--- src/rtl/cfgpk_pkg.sv ---
package cfgpk_pkg;
    localparam int DW_W      = 32;
    localparam int BEAT_W    = 2 * DW_W;
    localparam int MAX_BEATS = 3;
    localparam int IDX_W     = $clog2(MAX_BEATS);

    localparam logic [7:0] FMT_RD_LOCAL  = 8'h04;
    localparam logic [7:0] FMT_WR_LOCAL  = 8'h44;
    localparam logic [7:0] FMT_RD_REMOTE = 8'h05;
    localparam logic [7:0] FMT_WR_REMOTE = 8'h45;
    localparam logic [7:0] TAG_READ      = 8'h1D;
    localparam logic [7:0] TAG_WRITE     = 8'h10;

    typedef enum logic [1:0] {
        REJ_NONE   = 2'd0,
        REJ_NODEV  = 2'd1,
        REJ_BADREG = 2'd2
    } rej_e;

    typedef struct packed {
        logic [BEAT_W-1:0] data;
        logic              sop;
        logic              eop;
    } beat_t;

    function automatic logic [3:0] lane_enables(input logic [1:0] sz, input logic [1:0] lo);
        case (sz)
            2'd0:    return 4'b0001 << lo;
            2'd1:    return 4'b0011 << lo;
            default: return 4'b1111;
        endcase
    endfunction

    function automatic logic [DW_W-1:0] lane_data(input logic [1:0] sz, input logic [1:0] lo,
                                                   input logic [DW_W-1:0] wd);
        case (sz)
            2'd0:    return {24'h0, wd[7:0]} << (8 * lo);
            2'd1:    return {16'h0, wd[15:0]} << (8 * lo);
            default: return wd;
        endcase
    endfunction
endpackage

--- src/rtl/cfgpk_hdr.sv ---
module cfgpk_hdr
    import cfgpk_pkg::*;
#(
    parameter int ADDR_W = 12
) (
    input  logic              wr,
    input  logic [7:0]        bus,
    input  logic [7:0]        devfn,
    input  logic [ADDR_W-1:0] addr,
    input  logic [1:0]        size,
    input  logic [DW_W-1:0]   wdata,
    input  logic [7:0]        root,
    input  logic              link_up,
    output beat_t             beats [MAX_BEATS],
    output logic [IDX_W-1:0]  last_idx,
    output rej_e              rej,
    output logic              prim_hit,
    output logic [7:0]        prim_val
);
    localparam int DW_ADDR_W = ADDR_W - 2;

    logic            on_root;
    logic [7:0]      fmt;
    logic [3:0]      be;
    logic [DW_W-1:0] data, dw0, dw1, dw2;
    logic [15:0]     offs;
    logic            aligned;

    always_comb begin
        on_root  = (bus == root);
        fmt      = wr ? (on_root ? FMT_WR_LOCAL : FMT_WR_REMOTE)
                      : (on_root ? FMT_RD_LOCAL : FMT_RD_REMOTE);
        be       = lane_enables(size, addr[1:0]);
        data     = wr ? lane_data(size, addr[1:0], wdata) : '0;
        offs     = 16'({addr[ADDR_W-1:2], 2'b00});
        dw0      = {fmt, 24'h000001};
        dw1      = {root, 8'h00, (wr ? TAG_WRITE : TAG_READ), 4'h0, be};
        dw2      = {bus, devfn, offs};
        aligned  = wr && (addr[2:0] == 3'b000);

        beats[0] = '{data: {dw1, dw0}, sop: 1'b1, eop: 1'b0};
        if (aligned) begin
            beats[1] = '{data: {32'h0, dw2},  sop: 1'b0, eop: 1'b0};
            beats[2] = '{data: {32'h0, data}, sop: 1'b0, eop: 1'b1};
            last_idx = IDX_W'(2);
        end else begin
            beats[1] = '{data: {data, dw2}, sop: 1'b0, eop: 1'b1};
            beats[2] = '0;
            last_idx = IDX_W'(1);
        end

        if (on_root && devfn == 8'h00 && addr == ADDR_W'(16'h10))
            rej = REJ_BADREG;
        else if (on_root && devfn[7:3] != 5'd0)
            rej = REJ_NODEV;
        else if (!on_root && !link_up)
            rej = REJ_NODEV;
        else
            rej = REJ_NONE;

        prim_hit = wr && on_root && (addr[ADDR_W-1:2] == DW_ADDR_W'(6));
        prim_val = data[7:0];
    end
endmodule

--- src/rtl/cfgpk_seq.sv ---
module cfgpk_seq
    import cfgpk_pkg::*;
(
    input  logic             clk,
    input  logic             rst,
    input  logic             load,
    input  beat_t            beats_in [MAX_BEATS],
    input  logic [IDX_W-1:0] last_in,
    input  logic             out_ready,
    output logic             busy,
    output beat_t            beat_out,
    output logic             done
);
    beat_t            store [MAX_BEATS];
    logic [IDX_W-1:0] idx, last;

    for (genvar i = 0; i < MAX_BEATS; i++) begin : g_slot
        always_ff @(posedge clk) begin
            if (rst)
                store[i] <= '0;
            else if (load)
                store[i] <= beats_in[i];
        end
    end

    always_ff @(posedge clk) begin
        if (rst) begin
            busy <= 1'b0;
            idx  <= '0;
            last <= '0;
        end else if (load) begin
            busy <= 1'b1;
            idx  <= '0;
            last <= last_in;
        end else if (busy && out_ready) begin
            if (idx == last)
                busy <= 1'b0;
            else
                idx <= idx + 1'b1;
        end
    end

    assign beat_out = store[idx];
    assign done     = busy && out_ready && (idx == last);
endmodule

--- src/rtl/cfgpk_root.sv ---
module cfgpk_root #(
    parameter logic [7:0] ROOT_INIT = 8'h00
) (
    input  logic       clk,
    input  logic       rst,
    input  logic       load,
    input  logic       prim_hit,
    input  logic [7:0] prim_val,
    input  logic       done,
    output logic [7:0] root
);
    logic       pend;
    logic [7:0] pend_val;

    always_ff @(posedge clk) begin
        if (rst) begin
            root     <= ROOT_INIT;
            pend     <= 1'b0;
            pend_val <= '0;
        end else if (load) begin
            pend     <= prim_hit;
            pend_val <= prim_val;
        end else if (done) begin
            pend <= 1'b0;
            if (pend)
                root <= pend_val;
        end
    end
endmodule

--- src/rtl/cfg_tlp_packer.sv ---
module cfg_tlp_packer
    import cfgpk_pkg::*;
#(
    parameter int         ADDR_W    = 12,
    parameter logic [7:0] ROOT_INIT = 8'h00
) (
    input  logic              clk,
    input  logic              rst,
    input  logic              req_valid,
    output logic              req_ready,
    input  logic              req_write,
    input  logic [7:0]        req_bus,
    input  logic [7:0]        req_devfn,
    input  logic [ADDR_W-1:0] req_addr,
    input  logic [1:0]        req_size,
    input  logic [31:0]       req_wdata,
    input  logic              link_up,
    output logic              out_valid,
    input  logic              out_ready,
    output logic [63:0]       out_data,
    output logic              out_sop,
    output logic              out_eop,
    output logic              rej_valid,
    output logic [1:0]        rej_code,
    output logic [7:0]        root_bus
);
    beat_t            beats [MAX_BEATS];
    beat_t            cur;
    logic [IDX_W-1:0] last_idx;
    rej_e             rej;
    logic             prim_hit, busy, done, accept, load;
    logic [7:0]       prim_val;

    cfgpk_hdr #(.ADDR_W(ADDR_W)) u_hdr (
        .wr(req_write), .bus(req_bus), .devfn(req_devfn), .addr(req_addr),
        .size(req_size), .wdata(req_wdata), .root(root_bus), .link_up(link_up),
        .beats(beats), .last_idx(last_idx), .rej(rej),
        .prim_hit(prim_hit), .prim_val(prim_val)
    );

    assign req_ready = !busy;
    assign accept    = req_valid && req_ready;
    assign load      = accept && (rej == REJ_NONE);

    cfgpk_seq u_seq (
        .clk(clk), .rst(rst), .load(load), .beats_in(beats), .last_in(last_idx),
        .out_ready(out_ready), .busy(busy), .beat_out(cur), .done(done)
    );

    cfgpk_root #(.ROOT_INIT(ROOT_INIT)) u_root (
        .clk(clk), .rst(rst), .load(load), .prim_hit(prim_hit),
        .prim_val(prim_val), .done(done), .root(root_bus)
    );

    always_ff @(posedge clk) begin
        if (rst) begin
            rej_valid <= 1'b0;
            rej_code  <= 2'd0;
        end else begin
            rej_valid <= accept && (rej != REJ_NONE);
            rej_code  <= (accept && rej != REJ_NONE) ? rej : REJ_NONE;
        end
    end

    assign out_valid = busy;
    assign out_data  = cur.data;
    assign out_sop   = cur.sop;
    assign out_eop   = cur.eop;
endmodule

--- config.mk ---
export PLATFORM = sky130hd
export DESIGN_NAME = cfg_tlp_packer
export DESIGN_NICKNAME = d
export VERILOG_FILES = /design/src/rtl/cfgpk_pkg.sv /design/src/rtl/cfgpk_hdr.sv /design/src/rtl/cfgpk_seq.sv /design/src/rtl/cfgpk_root.sv /design/src/rtl/cfg_tlp_packer.sv
export SDC_FILE = /design/constraint.sdc
export NUM_CORES = 1
export LEC_CHECK = 0
export BUFFER_PORTS_ARGS = -buffer_cell sky130_fd_sc_hd__buf_4
export CAP_MARGIN = 20
export CORE_ASPECT_RATIO = 1.4
export CORE_MARGIN = 1.5
export CORE_UTILIZATION = 60
export DETAILED_ROUTE_END_ITERATION = 6
export PLACE_DENSITY = 0.82
export SYNTH_ARGS = -nofsm -noshare
export SYNTH_HDL_FRONTEND = slang
export SYNTH_HIERARCHICAL = 1
export SYNTH_SLANG_ARGS = --single-unit
--- constraint.sdc ---
create_clock -name clk -period 8.5 [get_ports clk]
set_clock_uncertainty 0.15 [all_clocks]
set_input_delay 0.425 -clock clk [delete_from_list [all_inputs] [get_ports clk]]
set_output_delay 0.425 -clock clk [all_outputs]
set_load 0.01 [all_outputs]
==> qor.yml, run 1 <==
status:
  status: "completed"
timing:
  slew_headroom_pct: 31.8
  drv_slew: 0
  worst_pin_slew_ps: 1020
  finalCriticalPeriod_ps: 4270
  timing.final.crit_share_pct: 50.2
  rsz0062_at_grt: "false"
  hold_slack_ps: 61.8
  max_freq_mhz: 234
  setup_viol: 0
  worst_slack_ps: 4230
  finalHoldViolCount: 0
  setup_tns_ps: 0
cts:
  postCtsHoldBufs: 0
  cts_tree: "built"
  cts_resized: 0
  clk_pin_slew_ps: 70
  clock-sinks: 225
  clockBufferDepth: 3
  clkLatencyLatePin_ps: 510
  clock-root-buffer: "clkbuf_16"
  postCtsSetupRepairBufs: 0
  numCtsBuffers: 21
  h-tree-depth: 1
logic_synthesis:
  ys_seq_area_share_pct: 54.5
  syn_area_per_cell_um2: 11.3
  synth_warnings: 6
  synth_area_um2: 11900
  synth_seq_cells: 225
  yosysTopAreaCellShare_pct: 50.0
  synth_area_leaders: "edfxtp_1 50%, and2_1 11%, buf_4 8.4%"
  synth-edff-count: 198
  synthArstFlopShare_pct: 0
  synth_top_flop_cell: "edfxtp_1"
  syn_inst: 1049
  synth_top_area_cell: "edfxtp_1"
  synth_cell_type_count: 45
route:
  post_drt_via_cell_ratio: 5.31
  drcViolationCount: 0
  vias: 7319
  drt-initial-drc-count: 760
  drt_wl_total_um: 24300
  first_pass_iters: 6
  wl_per_cell_um: 17.6
  ant_nets: 0
grt:
  grt_usage_pct: 23.2
  grt_max_degree: 117
  grt_overflow: 0
  grt_pass1_vias: 6867
  antenna_found_initial: 0
  grt_pass1_wl_um: 36800
min_path:
  min_from: "req_bus[5]"
  hp-class: "in -> reg"
  hold_path_depth: 2
  min_to: "u_seq/store[1][31]"
die:
  row_count: 60
  io_pins: 147
  fp.dieW_um: 122
  chipHeight_um: 170
  core-area_um2: 19300
  die_area_um2: 20700
  start_util_pct: 61.7
worst_setup_path:
  worstPathMaxFanout: 116
  critPathLaunchType: "flip-flop"
  critPathKind: "reg -> reg"
  end_kind: "flip-flop"
  reg2reg_depth: 9
  r2r_slack_ps: 4230
  r2r_end: "u_seq/store[0][10]"
  cp.arrival_ps: 4230
  cp.required_ps: 8460
  rr_startpoint: "u_root/root[7]"
power:
  finalPower_w: 0.00237
  cellPowerDensity_nw_per_um2: 183
  leakagePower_nw: 5.09
  vdd_ir_drop_max_mv: 0.212
final_layout:
  register_area_um2: 6490
  multi_input_area_um2: 4350
  final_cell_mix: "202 x and2_1, 198 x edfxtp_1, 152 x buf_4"
  layout-drive-gt1-share_pct: 17.6
  final_common_cell: "and2_1"
  syn2layout_area_growth_pct: 8.59
  nets: 1186
  diodes: 0
  fillerInstances: 1405
placed_design:
  place_congestion: 0.968
  place_ws_ps: 4060
  dpl.hpwl_um: 16400
  port_buffers: 146
flow_run:
  maxCapViolCount: 0
-- power breakdown --
part	internal, W	leakage [nW]	switching, W
clock	0.000457	0.291	0.000391
combinational	0.0000943	2.48	0.000134
sequential	0.00127	2.32	0.0000207
total	0.00182	5.09	0.000545
-- cell type report --
class | instances | share of cell area [%]
sequential | 225 | 50.3
clock buffer | 26 | 4.21
timing repair buffer | 152 | 8.83
clock inverter | 10 | 0.446
tap | 248 | 2.40
multi-input combinational | 713 | 33.7
inverter | 5 | 0.184
-- flip-flops by register name (all words and copies together) (netlist names), named ones only --
register and flops:
rej_code 2, rej_valid 1, u_root/pend 1, u_root/pend_val 8
u_root/root 8, u_seq/busy 1, u_seq/idx 2, u_seq/last 2
u_seq/store 198
-- how the worst max path moves through the flow --
stage / from / slack, ps / endpoint / cells past startpoint
2_1_floorplan: req_devfn[4] / 1840 / u_seq/store[0][0] / 6
3_3_place_gp: req_bus[7] / 4170 / u_seq/store[1][63] / 10
3_5_place_dp: req_devfn[4] / 4060 / u_seq/store[1][63] / 9
4_1_cts: u_root/root[7] / 4250 / u_seq/store[0][50] / 9
5_1_grt: u_root/root[7] / 3970 / u_seq/store[1][8] / 9
6_report: u_root/root[7] / 4230 / u_seq/store[0][10] / 9
-- cells in the mapped netlist, drive strengths merged, types with 5 or more instances --
master and number:
a221oi 8, a22oi 15, a2bb2oi 8, and2 203, and3 32, buf 163, clkbuf 30, dfxtp 27
edfxtp 198, inv 5, mux2i 85, nand2 77, nand2b 19, nor2 39, nor2b 13, nor3 20
o21ai 68, xor2 10
-- critical path, cell delays in order (launching register included) --
cell and delay [ps]:
dfxtp_1 340, xor2_1 190, nor4_1 390, nand2_1 190, mux2i_1 190, nor4b_2 230
buf_4 280, nor2_1 150, inv_6 750, buf_4 950
-- stage by stage --
stage                     instances  util, %  cell area, um^2
after floorplan                1136        -            12200
after global placement         1343     63.8            12300
after detailed placement       1343     63.8            12300
after CTS                      1379     67.0            12900
after global routing           1379     67.0            12900
final                          1379     67.0            12900
-- routing by layer --
metal	vias to the layer above	global-route usage, %	wire, um
met1	3412	30.5	9600
met2	332	39.9	12100
li1	3539	-	-
met5	-	0	0
met3	36	3.70	2050
met4	0	6.55	534
-- kinds of logic after synthesis --
group	share of synthesized area [%]
xor gates and xnor gates	0.736
and+or+nand+nor	19.8
buffers and inverters	11.8
DFF	54.5
AOI/OAI and AO/OA	5.97
muxes	7.15
other	0.0631
Power figures use the tool's default switching activity.
==> inputs of run 2 (changes only) <==
clock period = 4.1 ns   (was 8.5 ns; I/O delays follow)
==> run 2 against run 1 <==
  * Combinational power grew 120%
  * First-iteration DRC count fell by 1.4%
  * Sequential share of layout area shrank 2.0 points
  * Critical path depth is 1 higher
  * Final area rose by 4.0%
  * Global-route usage up 0.94 points
  * Wire length up 4.0%
  * Sequential power grew 110%
  * Largest cell class unchanged
  * Highest routed layer unchanged
==> qor.yml, run 2 (same netlist as run 1, synthesis figures left out) <==
die:
  row_count: 60
  fp.dieW_um: 122
  die_area_um2: 20700
  core-area_um2: 19300
  start_util_pct: 61.7
  chipHeight_um: 170
  io_pins: 147
route:
  ant_nets: 0
  vias: 7454
  drt_wl_total_um: 25300
  drcViolationCount: 0
  wl_per_cell_um: 17.8
  post_drt_via_cell_ratio: 5.26
  first_pass_iters: 5
  drt-initial-drc-count: 749
power:
  finalPower_w: 0.00515
  p_seq_share_pct: 52.0
  vdd_ir_drop_max_mv: 0.353
  p_int_w: 0.00400
  p_comb_share_pct: 9.8
  switching_power_w: 0.00115
  cellPowerDensity_nw_per_um2: 383
  leakagePower_nw: 5.30
  p_clk_share_pct: 38.2
  swShare_pct: 22.4
worst_setup_path:
  worstPathMaxFanout: 72
  end_kind: "flip-flop"
  path_cells: "dlygate4sd3_1 -> buf_4 -> xor2_1 -> nor4_1 -> nand2_1 -> mux2i_1 -> nor4b_4 -> nor2_2 -> clkinvlp_4 -> buf_4"
  critPathLaunchType: "input pin"
  crit_buf_inv: 4
  critPathKind: "in -> reg"
  slowest_delay_ps: 700
  cp.required_ps: 4060
  cp.arrival_ps: 3350
  cp_common_cell: "buf_4"
  cp_top_family: "buffers and inverters"
  slowest_stage: "buf_4"
timing:
  max_freq_mhz: 295
  finalCriticalPeriod_ps: 3390
  setup_viol: 0
  worst_pin_slew_ps: 1060
  slew_headroom_pct: 29.0
  drv_slew: 0
  rsz0062_at_grt: "false"
  finalHoldViolCount: 0
  timing.final.crit_share_pct: 82.6
placed_design:
  dpl.hpwl_um: 16600
  place_area_um2: 12400
  dp.cells: 1343
  place_congestion: 0.896
  port_buffers: 146
grt:
  grt_pass1_wl_um: 38200
  antenna_found_initial: 0
  grt_pass1_vias: 7223
  grt_usage_pct: 24.2
  grt_overflow: 0
  grt_max_degree: 176
cts:
  clockBufferDepth: 3
  postCtsSetupRepairBufs: 0
  cts_tree: "built"
  clkLatencyLatePin_ps: 490
  numCtsBuffers: 21
  clock-root-buffer: "clkbuf_16"
  postCtsHoldBufs: 37
  clock-sinks: 225
  h-tree-depth: 1
  clk_pin_slew_ps: 60
  cts_resized: 0
final_layout:
  register_area_um2: 6490
  final_area_um2: 13400
  diodes: 0
  largestRegisters: "u_seq/store (198), u_root/pend_val (8), u_root/root (8)"
  layout-drive-gt1-share_pct: 17.9
  multi_input_area_um2: 4360
  largest_register: "u_seq/store"
  syn2layout_area_growth_pct: 13.0
  fin_cells: 1418
  largest_reg_flops: 198
  nets: 1224
  final_cell_mix: "202 x and2_1, 198 x edfxtp_1, 150 x buf_4"
  final_common_cell: "and2_1"
  fillerInstances: 1361
min_path:
  hp-class: "in -> reg"
status:
  status: "completed"
flow_run:
  maxCapViolCount: 0
[run 2: per-layer routing]
metal,track usage (%),vias to the layer above,share of wire (%)
met5,0,-,0
met4,9.67,0,3.2
met3,3.33,52,6.2
met2,43.0,256,52
met1,29.4,3530,38
li1,-,3616,-
[run 2: worst reg2reg max path, cell delays in order, from the launching register on]
cell        delay, ps
dfxtp_1           340
xor2_1            170
nor4_1            390
nand2_1           240
mux2i_1           230
nor4b_4           490
nor2_2            120
clkinvlp_4        120
buf_4             700
[run 2: final cells by class]
class                      count  area share, %
clock buffer                  25           4.02
clock inverter                12           1.09
inverter                       5          0.168
multi-input combinational    713           32.5
sequential                   225           48.3
tap                          248           2.31
timing repair buffer         190           11.6
[run 2: metrics by stage]
stage	setup TNS [ps]	setup slack, ps	hold WS [ps]	util [%]
global placement	0	862	316	64.0
global route	0	561	7.96	69.7
finish	0	714	13.6	69.7
detailed placement	0	836	322	64.0
CTS	0	793	1.16	69.5
floorplan	-177630	-890	127	-
[run 2: power groups by stage]
stage | sequential (W) | clock [W] | combinational (W)
after floorplan | 0.00272 | 0 | 0.000348
after global placement | 0.00272 | 0 | 0.000465
after detailed placement | 0.00273 | 0 | 0.000471
after CTS | 0.00268 | 0.00200 | 0.000500
after global routing | 0.00269 | 0.00208 | 0.000548
final | 0.00268 | 0.00197 | 0.000504
[run 2: worst paths after layout]
check,from,to,slack (ps),cells past startpoint
worst min register to register,u_root/pend_val[4],u_root/root[4],340,2
worst max-delay path,req_bus[7],u_seq/store[2][18],710,10
worst max register to register,u_root/root[7],u_seq/store[2][18],740,8
worst min-delay path,req_wdata[29],u_seq/store[2][31],10,3
